==> config.mk <==
export PLATFORM = sky130hd
export DESIGN_NAME = dual_lane_i2s_port
export DESIGN_NICKNAME = d
export VERILOG_FILES = /design/src/rtl/i2s_port_pkg.sv /design/src/rtl/i2s_edge_sync.sv /design/src/rtl/i2s_rx_lane.sv /design/src/rtl/i2s_tx_lane.sv /design/src/rtl/dual_lane_i2s_port.sv
export SDC_FILE = /design/constraint.sdc
export NUM_CORES = 1
export LEC_CHECK = 0
export ABC_AREA = 0
export BUFFER_PORTS_ARGS = -buffer_cell sky130_fd_sc_hd__buf_4
export CORE_ASPECT_RATIO = 1.1
export CORE_MARGIN = 1
export CORE_UTILIZATION = 58
export DETAILED_ROUTE_END_ITERATION = 6
export PLACE_DENSITY = 0.81
export SYNTH_ARGS = -nofsm -noshare
export SYNTH_HDL_FRONTEND = slang
export SYNTH_HIERARCHICAL = 1
export SYNTH_SLANG_ARGS = --single-unit
==> constraint.sdc <==
create_clock -name clk -period 3.9 [get_ports clk]
set_input_delay 0.195 -clock clk [delete_from_list [all_inputs] [get_ports clk]]
set_output_delay 0.195 -clock clk [all_outputs]
set_load 0.05 [all_outputs]
==> src/rtl/i2s_port_pkg.sv <==
package i2s_port_pkg;
  typedef enum logic {
    CH_LEFT  = 1'b0,
    CH_RIGHT = 1'b1
  } chan_e;
endpackage

==> src/rtl/i2s_edge_sync.sv <==
// Brings an external serial clock and its data bits into the system domain
// and flags its rising and falling edges. Data is aligned with the edge flags.
module i2s_edge_sync #(
  parameter int DATA_W = 2,
  parameter int STAGES = 2
) (
  input  logic              clk,
  input  logic              rst,
  input  logic              ser_clk,
  input  logic [DATA_W-1:0] ser_data,
  output logic              rise,
  output logic              fall,
  output logic [DATA_W-1:0] data_q
);
  logic [STAGES-1:0] clk_pipe;
  logic              clk_last;
  logic [DATA_W-1:0] data_pipe [STAGES];

  always_ff @(posedge clk) begin
    if (rst) begin
      clk_pipe <= '0;
      clk_last <= 1'b0;
      for (int i = 0; i < STAGES; i++) data_pipe[i] <= '0;
    end else begin
      clk_pipe     <= {clk_pipe[STAGES-2:0], ser_clk};
      clk_last     <= clk_pipe[STAGES-1];
      data_pipe[0] <= ser_data;
      for (int i = 1; i < STAGES; i++) data_pipe[i] <= data_pipe[i-1];
    end
  end

  assign rise   = clk_pipe[STAGES-1] & ~clk_last;
  assign fall   = ~clk_pipe[STAGES-1] & clk_last;
  assign data_q = data_pipe[STAGES-1];
endmodule

==> src/rtl/i2s_rx_lane.sv <==
// Deserialises one data lane. Bits land MSB first; bits past SAMPLE_W are
// dropped and positions never reached stay zero.
module i2s_rx_lane
  import i2s_port_pkg::*;
#(
  parameter int SAMPLE_W = 20,
  parameter int CNT_W    = $clog2(SAMPLE_W + 1)
) (
  input  logic                clk,
  input  logic                rst,
  input  logic                bit_stb,
  input  logic                bit_in,
  input  logic                word_end,
  input  chan_e               end_chan,
  output logic [SAMPLE_W-1:0] left_hold,
  output logic [SAMPLE_W-1:0] word_now
);
  localparam logic [SAMPLE_W-1:0] TOP_BIT = {1'b1, {(SAMPLE_W-1){1'b0}}};
  localparam logic [CNT_W-1:0]    CNT_MAX = CNT_W'(SAMPLE_W);

  logic [SAMPLE_W-1:0] shreg;
  logic [CNT_W-1:0]    cnt;

  // current word including the bit on the line this cycle
  always_comb word_now = shreg | (bit_in ? (TOP_BIT >> cnt) : '0);

  always_ff @(posedge clk) begin
    if (rst) begin
      shreg     <= '0;
      cnt       <= '0;
      left_hold <= '0;
    end else if (bit_stb) begin
      if (word_end) begin
        shreg <= '0;
        cnt   <= '0;
        if (end_chan == CH_LEFT) left_hold <= word_now;
      end else begin
        shreg <= word_now;
        if (cnt != CNT_MAX) cnt <= cnt + 1'b1;
      end
    end
  end
endmodule

==> src/rtl/i2s_tx_lane.sv <==
// Serialises one lane: holds a left/right pair latched at frame start and
// drives one bit per falling edge, zero beyond SAMPLE_W.
module i2s_tx_lane
  import i2s_port_pkg::*;
#(
  parameter int SAMPLE_W = 20,
  parameter int CNT_W    = $clog2(SAMPLE_W + 1)
) (
  input  logic                clk,
  input  logic                rst,
  input  logic                load,
  input  logic                shift,
  input  chan_e               chan,
  input  logic [CNT_W-1:0]    idx,
  input  logic [SAMPLE_W-1:0] left_in,
  input  logic [SAMPLE_W-1:0] right_in,
  output logic                sd
);
  localparam logic [SAMPLE_W-1:0] TOP_BIT = {1'b1, {(SAMPLE_W-1){1'b0}}};

  logic [SAMPLE_W-1:0] left_lat, right_lat, cur;
  logic                bit_val;

  always_comb begin
    cur     = (chan == CH_LEFT) ? left_lat : right_lat;
    bit_val = |(cur & (TOP_BIT >> idx));
  end

  always_ff @(posedge clk) begin
    if (rst) begin
      left_lat  <= '0;
      right_lat <= '0;
      sd        <= 1'b0;
    end else begin
      if (load) begin
        left_lat  <= left_in;
        right_lat <= right_in;
      end
      if (shift) sd <= bit_val;
    end
  end
endmodule

==> src/rtl/dual_lane_i2s_port.sv <==
module dual_lane_i2s_port
  import i2s_port_pkg::*;
#(
  parameter int SAMPLE_W    = 20,
  parameter int SYNC_STAGES = 2
) (
  input  logic                clk,
  input  logic                rst,
  input  logic                rx_bclk,
  input  logic                rx_ws,
  input  logic                rx_sd_front,
  input  logic                rx_sd_rear,
  output logic [SAMPLE_W-1:0] rx_front_l,
  output logic [SAMPLE_W-1:0] rx_front_r,
  output logic [SAMPLE_W-1:0] rx_rear_l,
  output logic [SAMPLE_W-1:0] rx_rear_r,
  output logic                rx_valid,
  input  logic                tx_bclk,
  input  logic                tx_ws,
  input  logic [SAMPLE_W-1:0] tx_front_l,
  input  logic [SAMPLE_W-1:0] tx_front_r,
  input  logic [SAMPLE_W-1:0] tx_rear_l,
  input  logic [SAMPLE_W-1:0] tx_rear_r,
  output logic                tx_sd_front,
  output logic                tx_sd_rear
);
  localparam int LANES = 2;
  localparam int CNT_W = $clog2(SAMPLE_W + 1);
  localparam logic [CNT_W-1:0] CNT_MAX = CNT_W'(SAMPLE_W);

  // ---------------- receive ----------------
  logic             rx_rise, rx_fall_unused;
  logic [LANES:0]   rx_bits;   // {ws, rear, front}
  logic             rx_ws_now, rx_ws_prev, rx_have_prev, rx_locked, rx_left_seen;
  logic             rx_change, rx_frame_end;
  logic [LANES-1:0] rx_sd_sync;
  logic [SAMPLE_W-1:0] lane_left [LANES];
  logic [SAMPLE_W-1:0] lane_now  [LANES];

  i2s_edge_sync #(.DATA_W(LANES + 1), .STAGES(SYNC_STAGES)) u_rx_sync (
    .clk(clk), .rst(rst), .ser_clk(rx_bclk),
    .ser_data({rx_ws, rx_sd_rear, rx_sd_front}),
    .rise(rx_rise), .fall(rx_fall_unused), .data_q(rx_bits)
  );

  assign rx_ws_now  = rx_bits[LANES];
  assign rx_sd_sync = rx_bits[LANES-1:0];

  always_comb begin
    rx_change    = rx_have_prev && (rx_ws_now != rx_ws_prev);
    rx_frame_end = rx_rise && rx_change && (rx_ws_prev == CH_RIGHT) && rx_left_seen;
  end

  always_ff @(posedge clk) begin
    if (rst) begin
      rx_ws_prev   <= 1'b0;
      rx_have_prev <= 1'b0;
      rx_locked    <= 1'b0;
      rx_left_seen <= 1'b0;
    end else if (rx_rise) begin
      rx_ws_prev   <= rx_ws_now;
      rx_have_prev <= 1'b1;
      if (rx_change) begin
        rx_locked <= 1'b1;
        if (rx_ws_prev == CH_LEFT && rx_locked) rx_left_seen <= 1'b1;
      end
    end
  end

  for (genvar g = 0; g < LANES; g++) begin : g_rx
    i2s_rx_lane #(.SAMPLE_W(SAMPLE_W), .CNT_W(CNT_W)) u_lane (
      .clk(clk), .rst(rst),
      .bit_stb(rx_rise), .bit_in(rx_sd_sync[g]),
      .word_end(rx_change), .end_chan(chan_e'(rx_ws_prev)),
      .left_hold(lane_left[g]), .word_now(lane_now[g])
    );
  end

  always_ff @(posedge clk) begin
    if (rst) begin
      rx_front_l <= '0;
      rx_front_r <= '0;
      rx_rear_l  <= '0;
      rx_rear_r  <= '0;
      rx_valid   <= 1'b0;
    end else begin
      rx_valid <= rx_frame_end;
      if (rx_frame_end) begin
        rx_front_l <= lane_left[0];
        rx_front_r <= lane_now[0];
        rx_rear_l  <= lane_left[1];
        rx_rear_r  <= lane_now[1];
      end
    end
  end

  // ---------------- transmit ----------------
  logic             tx_rise, tx_fall;
  logic [0:0]       tx_ws_sync;
  logic             tx_ws_prev, tx_have_prev, tx_locked, tx_change, tx_load;
  chan_e            tx_chan;
  logic [CNT_W-1:0] tx_idx;
  logic [SAMPLE_W-1:0] tx_left  [LANES];
  logic [SAMPLE_W-1:0] tx_right [LANES];
  logic [LANES-1:0] tx_sd;

  i2s_edge_sync #(.DATA_W(1), .STAGES(SYNC_STAGES)) u_tx_sync (
    .clk(clk), .rst(rst), .ser_clk(tx_bclk), .ser_data(tx_ws),
    .rise(tx_rise), .fall(tx_fall), .data_q(tx_ws_sync)
  );

  always_comb begin
    tx_change = tx_have_prev && (tx_ws_sync[0] != tx_ws_prev);
    tx_load   = tx_rise && tx_change && (tx_ws_sync[0] == CH_LEFT);
  end

  always_ff @(posedge clk) begin
    if (rst) begin
      tx_ws_prev   <= 1'b0;
      tx_have_prev <= 1'b0;
      tx_locked    <= 1'b0;
      tx_chan      <= CH_LEFT;
      tx_idx       <= '0;
    end else if (tx_rise) begin
      tx_ws_prev   <= tx_ws_sync[0];
      tx_have_prev <= 1'b1;
      if (tx_change) begin
        tx_locked <= 1'b1;
        tx_chan   <= chan_e'(tx_ws_sync[0]);
        tx_idx    <= '0;
      end
    end else if (tx_fall && tx_locked && tx_idx != CNT_MAX) begin
      tx_idx <= tx_idx + 1'b1;
    end
  end

  assign tx_left[0]  = tx_front_l;
  assign tx_right[0] = tx_front_r;
  assign tx_left[1]  = tx_rear_l;
  assign tx_right[1] = tx_rear_r;

  for (genvar g = 0; g < LANES; g++) begin : g_tx
    i2s_tx_lane #(.SAMPLE_W(SAMPLE_W), .CNT_W(CNT_W)) u_lane (
      .clk(clk), .rst(rst),
      .load(tx_load), .shift(tx_fall && tx_locked),
      .chan(tx_chan), .idx(tx_idx),
      .left_in(tx_left[g]), .right_in(tx_right[g]),
      .sd(tx_sd[g])
    );
  end

  assign tx_sd_front = tx_sd[0];
  assign tx_sd_rear  = tx_sd[1];
endmodule

Word-level counts from Yosys, hierarchy flattened

Memories as Yosys holds them, arrays and structs flattened.
Cells that the tools add are included.

$add $sub $neg: 3
Equality and inequality tests: 6
Shift-type cells: 3
Multiplexer cells: 20
Bitwise operators: 16
Reductions and logical operators: 22

Operators with widths:

| cell                    | number |
|---|---|
| $mux W20                | 6 |
| $shr A20 B5 Y20 const A | 3 |
| $and A20 B20 Y20        | 2 |
| $or A20 B20 Y20         | 2 |
| $reduce_or A20 Y1       | 2 |
| $mux W5                 | 7 |
| $add A5 B1 Y5 const B   | 3 |
| $ne A5 B5 Y1 const B    | 3 |
| $logic_and A1 B1 Y1     | 10 |
| $reduce_and A2 Y1       | 5 |
| $mux W3                 | 2 |
| $reduce_and A3 Y1       | 2 |
| $reduce_bool A2 Y1      | 3 |
| $mux W1                 | 5 |
| $not A1 Y1              | 5 |
| $or A1 B1 Y1            | 4 |
| $and A1 B1 Y1           | 3 |
| $ne A1 B1 Y1            | 2 |
| $ne A2 B1 Y1 const B    | 1 |

Bits in registers: 272
RAM bits: 8
Input port bits: 88
Output and inout bits: 83
Logic and storage cells: 102
Memories kept: 2

Memory list:

| name                | words | width | read ports | clocked after memory_dff | write ports | line                | source |
|---|---|---|---|---|---|---|---|
| u_rx_sync.data_pipe | 2     | 3     | 2          | 0                        | 2           | i2s_edge_sync.sv:17 | `logic [DATA_W-1:0] data_pipe [STAGES];` |
| u_tx_sync.data_pipe | 2     | 1     | 2          | 0                        | 2           | i2s_edge_sync.sv:17 |  |

Logic depth before layout (Yosys ltp)

Gate-level depths: netlist (run 1).

Depth in word-level cells: 6
Mapped depth: 8
Gate-level depth less buffers: 7

Hierarchy

Netlist (run 1), hierarchy kept.

Modules (own cells, without submodules):

| module                    | times used | cells an instance | area each (um^2) | seq. area each (um^2) |
|---|---|---|---|---|
| i2s_rx_lane               | 2          | 231               | 1905.6           | 900.9 |
| i2s_tx_lane               | 2          | 184               | 1829.3           | 820.8 |
| dual_lane_i2s_port        | 1          | 434               | 3652.3           | 1881.8 |
| i2s_edge_sync (u_rx_sync) | 1          | 23                | 271.5            | 180.2 |
| i2s_edge_sync (u_tx_sync) | 1          | 12                | 143.9            | 100.1 |

Least setup slack after synthesis (run 1)

Ideal clock, no wire load.

Kind: flip-flop to flip-flop
Start: reg u_tx_sync.clk_pipe[1]
End: reg g_tx[0].u_lane.left_lat[0]
Library setup time: 128 ps
Data arrival time: 1814 ps
Data required time: 3772 ps
Slack: 1959 ps
Stages on the path, launching flop included: 9
Path buffers: 3
Period minus slack after synthesis: 1941 ps
Path through: dfxtp_1 -> nor2b_1 -> buf_2 -> nand2_1 -> nor3_1 -> clkbuf_1 -> buf_1 -> mux2i_1 -> nor2_1

Cells in the longest elaborated chain, start to end: 3

Ends and longest elaborated chain:

| item                              | line                      | source |
|---|---|---|
| from (decl)                       | i2s_edge_sync.sv:15       | `logic [STAGES-1:0] clk_pipe;` |
| from (signal assigned)            | i2s_edge_sync.sv:25       | `clk_pipe <= {clk_pipe[STAGES-2:0], ser_clk};` |
| $and A1 B1 Y1                     | i2s_edge_sync.sv:32       | `assign rise = clk_pipe[STAGES-1] & ~clk_last;` |
| net tx_rise                       | dual_lane_i2s_port.sv:98  | `logic tx_rise, tx_fall;` |
| $logic_and A1 B1 Y1 (2 in series) | dual_lane_i2s_port.sv:114 | `tx_load = tx_rise && tx_change && (tx_ws_sync[0] == CH_LEFT);` |
| net tx_load                       | dual_lane_i2s_port.sv:100 | `logic tx_ws_prev, tx_have_prev, tx_locked, tx_change, tx_load;` |
| to (signal assigned)              | i2s_tx_lane.sv:36         | `left_lat <= left_in;` |
| to (decl)                         | i2s_tx_lane.sv:21         | `logic [SAMPLE_W-1:0] left_lat, right_lat, cur;` |

The timed path passes the listed nets, and every way through them passes these cells.
A chain may end at the register's enable or synchronous reset.

Final worst setup path (run 1)

Start: reg u_tx_sync.clk_pipe[1]
End: reg g_tx[0].u_lane.right_lat[3]

Cells in the longest elaborated chain, start to end: 3

Ends and longest elaborated chain:

| item                              | line                      | source |
|---|---|---|
| $and A1 B1 Y1                     | i2s_edge_sync.sv:32       |  |
| net tx_rise                       | dual_lane_i2s_port.sv:98  |  |
| $logic_and A1 B1 Y1 (2 in series) | dual_lane_i2s_port.sv:114 |  |
| net tx_load                       | dual_lane_i2s_port.sv:100 |  |
| to (signal assigned)              | i2s_tx_lane.sv:37         | `right_lat <= right_in;` |
| to (decl)                         | i2s_tx_lane.sv:21         |  |

The timed path passes the listed nets, and every way through them passes these cells.

==> results of run 1 <==
==> final cells by class <==
| type | instances | area [µm²] | area share (%) |
|---|---|---|---|
| Antenna cell | 2 | 5.005 | 0.03425 |
| Clock buffer | 42 | 834.6 | 5.711 |
| Clock inverter | 10 | 106.4 | 0.7277 |
| Inverter | 61 | 229.0 | 1.567 |
| Multi-Input combinational cell | 845 | 5206 | 35.63 |
| Sequential cell | 280 | 5608 | 38.37 |
| Tap cell | 247 | 309.0 | 2.115 |
| Timing Repair Buffer | 276 | 2316 | 15.85 |
==> where the power goes <==
part | switching, W | internal [W] | total (W)
clock network | 0.00110 | 0.00161 | 0.00271
logic | 0.000119 | 0.000144 | 0.000263
registers | 0.0000216 | 0.00287 | 0.00289
==> layer usage <==
layer	GRT usage [%]	vias to the layer above	wire length, µm
li1	-	4941	-
met1	36.31	4845	12780
met2	51.42	341	15010
met3	4.065	67	1473
met4	10.28	0	850
met5	0	-	0
==> worst max-delay path, delay by kind of cell, from the launching register on <==
| kind | cells | cell delay (ps) |
|---|---|---|
| DFF | 1 | 340 |
| and+or+nand+nor | 4 | 1780 |
| muxes | 1 | 350 |
| buffers and inverters | 1 | 380 |
==> worst max path at each step <==
stage,start,endpoint,slack (ps)
2_1_floorplan,u_tx_sync/clk_pipe[1],g_tx[0].u_lane/left_lat[0],1960
3_3_place_gp,u_tx_sync/clk_pipe[1],g_tx[1].u_lane/left_lat[2],1220
3_5_place_dp,u_tx_sync/clk_pipe[1],g_tx[1].u_lane/left_lat[1],1200
4_1_cts,u_tx_sync/clk_pipe[1],g_tx[1].u_lane/left_lat[10],1100
5_1_grt,u_tx_sync/clk_pipe[1],g_tx[1].u_lane/left_lat[10],790
6_report,u_tx_sync/clk_pipe[1],g_tx[0].u_lane/right_lat[3],910
==> timing repair <==
item | 4_1_cts | 5_1_grt
hold endpoints to repair | 86 | 0
setup endpoints to repair | 0 | 0
hold buffers | 86 | 0
==> flip-flops by register name, summed over array words and instances (netlist names), 2 cells and up <==
register and flops:
g_tx.u_lane/right_lat 40, g_tx.u_lane/left_lat 40, g_rx.u_lane/left_hold 40, rx_rear_r 20, u_tx_sync/data_pipe 2, u_tx_sync/clk_pipe 2, rx_front_r 20, rx_front_l 20
g_rx.u_lane/shreg 40, u_rx_sync/clk_pipe 2, g_rx.u_lane/cnt 10, tx_idx 5, g_tx.u_lane/sd 2, u_rx_sync/data_pipe 6, rx_rear_l 20
==> through the flow <==
step	area (µm²)	std cells	utilization (%)
after global routing	14610	1763	75.73
after floorplan	11530	1298	-
final	14610	1763	75.73
after detailed placement	12810	1623	66.37
after CTS	14610	1761	75.71
after global placement	12810	1623	66.37
==> impl_metrics.ini, run 1 <==
[outcome]
outcome = finished, final reports clean

[layout]
nets = 1594
drive_gt1_share_pct = 16.97
nFillCells = 1332
final_cell_mix = dfxtp_1, buf_4, nor2_1
layout_commonest_cell = dfxtp_1
area_delta_synth_final_pct = 26.74

[worst_setup_path]
crit_required_ps = 4300
crit_chain = nor2b_1 > nand2_1 > nor3_2 > buf_4 > mux2i_1 > nor2_1
r2r_start = u_tx_sync/clk_pipe[1]
worstReg2RegEnd = g_tx[0].u_lane/right_lat[3]
cp-start-kind = flop
cp_max_fo = 11
slowest_stage = nor3_2
worst-r2r-cell-count = 6
max_stage_delay_ps = 970
cp-end-kind = flop
r2r_setup_slack_ps = 910
cp.arrival_ps = 3390
worstSetupPathType = reg2reg

[clock_network]
clock_path_buffers = 3
cts_tree = yes
htreeDepth = 1
clock-sinks = 280
post_cts_buffers = 0
cts_made_buffers = 28
root_buffer = clkbuf_16
clkTransAtPathRegs_ps = 60
postCtsResizedCells = 0
clk_latency_ps = 530

[global_routing]
antenna_found_initial = 2
grt.total_usage_pct = 29.26
first_global_vias = 9882
grt_pass1_wl_um = 48550
grt.overflow.total = 0
grt_max_degree = 117

[routing]
viasPerCell = 5.782
drt_iter0_drc = 600
vias = 10190
drtAntennaViolNets = 0
wl_per_cell_um = 17.08
drc = 0
drt_wl_total_um = 30120
first_pass_iters = 4

[floorplanning]
top_level_ports = 171
die_h_um = 149.9
design.die.area_um2 = 20450
die_w_um = 136.4
rows = 53
coreArea_um2 = 19300
initial_core_util_pct = 59.75

[placed_design]
routabilityCongestion = 0.8342
port-buffer-count = 170
dp_hpwl_um = 17690
pre_cts_slack_ps = 1197

[worst_hold_path]
hold_class = in2reg
hold_depth = 2
worst_hold_startpoint = rst
min_delay_worst_endpoint = g_tx[1].u_lane/right_lat[12]

[logic_synthesis]
avgSynthCellArea_um2 = 8.884
syn_nets = 1400
syn-cell-area_um2 = 11530
syn_inst = 1298
yosysWarnings = 6

[timing]
fmax_mhz = 334.1
setup_viol = 0
finalHoldViolations = 0
skew_ps = 7.446
setup_slack_ps = 906.6
slew_headroom_pct = 21.29
setup_tns_ps = 0
min_period_ps = 2993
tightest_slew_ps = 1174
rsz0062_at_grt = no
fin_crit_sh_pct = 76.75
fin_hold_ws_ps = 161.4
slew_viol_final = 0

[power]
finalPower_w = 0.005869
peakVddDrop_mv = 0.4036
p_leak_nw = 5.525
powerDensity_nw_per_um2 = 401.6

[run]
cap_violations = 0
Note: power is estimated with default switching activity, not from simulation.
==> run 2: changes to the inputs <==
CORE_UTILIZATION = 51   (was 58)
PLACE_DENSITY = 0.75   (was 0.81)
clock period = 2.62 ns   (was 3.9 ns; I/O delays follow)
==> run 2 against run 1 <==
Critical path depth is the same; clock skew up 5.8 ps; register-to-register slack got worse by 330 ps; first-iteration DRC count grew 8.7%; non-clock buffer count rose by 3; hold slack worse by 64 ps; via count fell by 1.3%; total power is 53% higher; wire length is 1.0% lower; setup slack lost 330 ps; fmax up 46%.
==> impl_metrics.ini, run 2 (synthesized netlist as in run 1, its figures left out) <==
[outcome]
outcome = finished, final reports clean

[worst_setup_path]
cp.arrival_ps = 2480
cpLargestDelayFamily = simple AND/OR/NAND/NOR gates
cp_max_fo = 40
max_stage_delay_ps = 440
cp_num_buf_inv = 1
cp-start-kind = flop
slowest_stage = dfxtp_1
worstSetupPathType = reg2reg
crit_chain = xor2_1 > and2_1 > and3b_1 > buf_4 > nor2_1 > a211oi_1
crit_required_ps = 3050
cp-end-kind = flop

[layout]
layout_commonest_cell = dfxtp_1
nFillCells = 1775
nets = 1597
area_delta_synth_final_pct = 28.20
stdcell_count = 1814
final_cell_mix = dfxtp_1, buf_4, nor2_1
drive_gt1_share_pct = 17.34

[clock_network]
postCtsHoldBufs = 86
cts_made_buffers = 28
clkTransAtPathRegs_ps = 70
postCtsResizedCells = 0
clock-sinks = 280
htreeDepth = 1
cts_tree = yes
post_cts_buffers = 0
root_buffer = clkbuf_16
clock_path_buffers = 3
clk_latency_ps = 530

[placed_design]
dp_hpwl_um = 17700
dpl.cell_count = 1674
port-buffer-count = 170
routabilityCongestion = 0.8352

[timing]
fmax_mhz = 488.7
setup_viol = 0
tightest_slew_ps = 895.4
slew_headroom_pct = 40.31
min_period_ps = 2046
setup_tns_ps = 0
fin_crit_sh_pct = 78.11
finalHoldViolations = 0
rsz0062_at_grt = no
slew_viol_final = 0
skew_ps = 13.22

[routing]
drt_wl_total_um = 29810
drtAntennaViolNets = 0
first_pass_iters = 5
wl_per_cell_um = 16.43
drt_iter0_drc = 652
viasPerCell = 5.548
vias = 10060
drc = 0

[floorplanning]
coreArea_um2 = 22110
rows = 57
die_h_um = 159.7
die_w_um = 145.4
design.die.area_um2 = 23220
top_level_ports = 171
initial_core_util_pct = 52.16

[power]
peakVddDrop_mv = 0.5274
p_leak_nw = 5.562
powerDensity_nw_per_um2 = 607.7

[global_routing]
grt_max_degree = 113
grt_pass1_wl_um = 49020
antenna_found_initial = 1
grt.overflow.total = 0
grt.total_usage_pct = 25.33
first_global_vias = 9765

[worst_hold_path]
hold_class = in2reg

[run]
cap_violations = 0
## run 2: changes by cell type in the layout (fill, tap and decap cells not counted), sizes merged
cell / before / now
buf: 190 / 193
bufinv: 2 / 4
clkbuf: 42 / 39
clkinv: 7 / 5
clkinvlp: 0 / 4
inv: 62 / 61
## run 2: final timing paths
path / cells past startpoint / endpoint / startpoint / slack, ps
worst max-delay path: 6 / g_rx[1].u_lane/left_hold[16] / rx_ws_prev / 570
worst min-delay path: 2 / g_tx[1].u_lane/left_lat[4] / rst / 100
worst max register to register: 6 / g_rx[1].u_lane/left_hold[16] / rx_ws_prev / 570
worst min register to register: 1 / u_tx_sync/clk_pipe[1] / u_tx_sync/clk_pipe[0] / 440
## run 2: cell type report
class,count,area (µm²),share of cell area (%)
tap,295,369.1,2.497
timing repair buffer,279,2364,15.99
multi-input combinational,845,5206,35.22
inverter,61,229.0,1.549
clock inverter,13,178.9,1.210
antenna,2,5.005,0.03386
sequential,280,5608,37.93
clock buffer,39,823.3,5.569
## run 2: layer usage
metal | up-vias | track usage [%] | part of all wire, %
met5 | - | 0 | 0
li1 | 4937 | - | -
met3 | 42 | 3.857 | 4.8
met1 | 4803 | 31.92 | 44
met4 | 0 | 6.172 | 1.6
met2 | 282 | 45.24 | 50
## run 2: power breakdown
group / internal (W) / leakage (nW) / switching [W]
Combinational: 0.000220 / 2.82 / 0.000185
Sequential: 0.00428 / 2.26 / 0.0000263
Clock: 0.00259 / 0.482 / 0.00169
Total: 0.00709 / 5.56 / 0.00190
## run 2: worst register-to-register path, stage by stage, from the launching register on
cell and delay [ps]:
dfxtp_1 440, xor2_1 220, and2_1 370, and3b_1 210
buf_4 350, nor2_1 90, a211oi_1 280
## run 2: per-stage QoR
stage | util (%) | area (µm²) | hold WS (ps) | total power (W) | worst slack, ps
floorplan | - | 11530 | 202.6 | 0.004534 | 678.8
global placement | 58.42 | 12910 | 350.7 | 0.004685 | 718.1
detailed placement | 58.42 | 12910 | 349.1 | 0.004689 | 669.5
CTS | 66.84 | 14780 | 143.5 | 0.009026 | 585.9
global route | 66.86 | 14780 | 178.8 | 0.009278 | 407.9
finish | 66.86 | 14780 | 97.25 | 0.008983 | 573.6
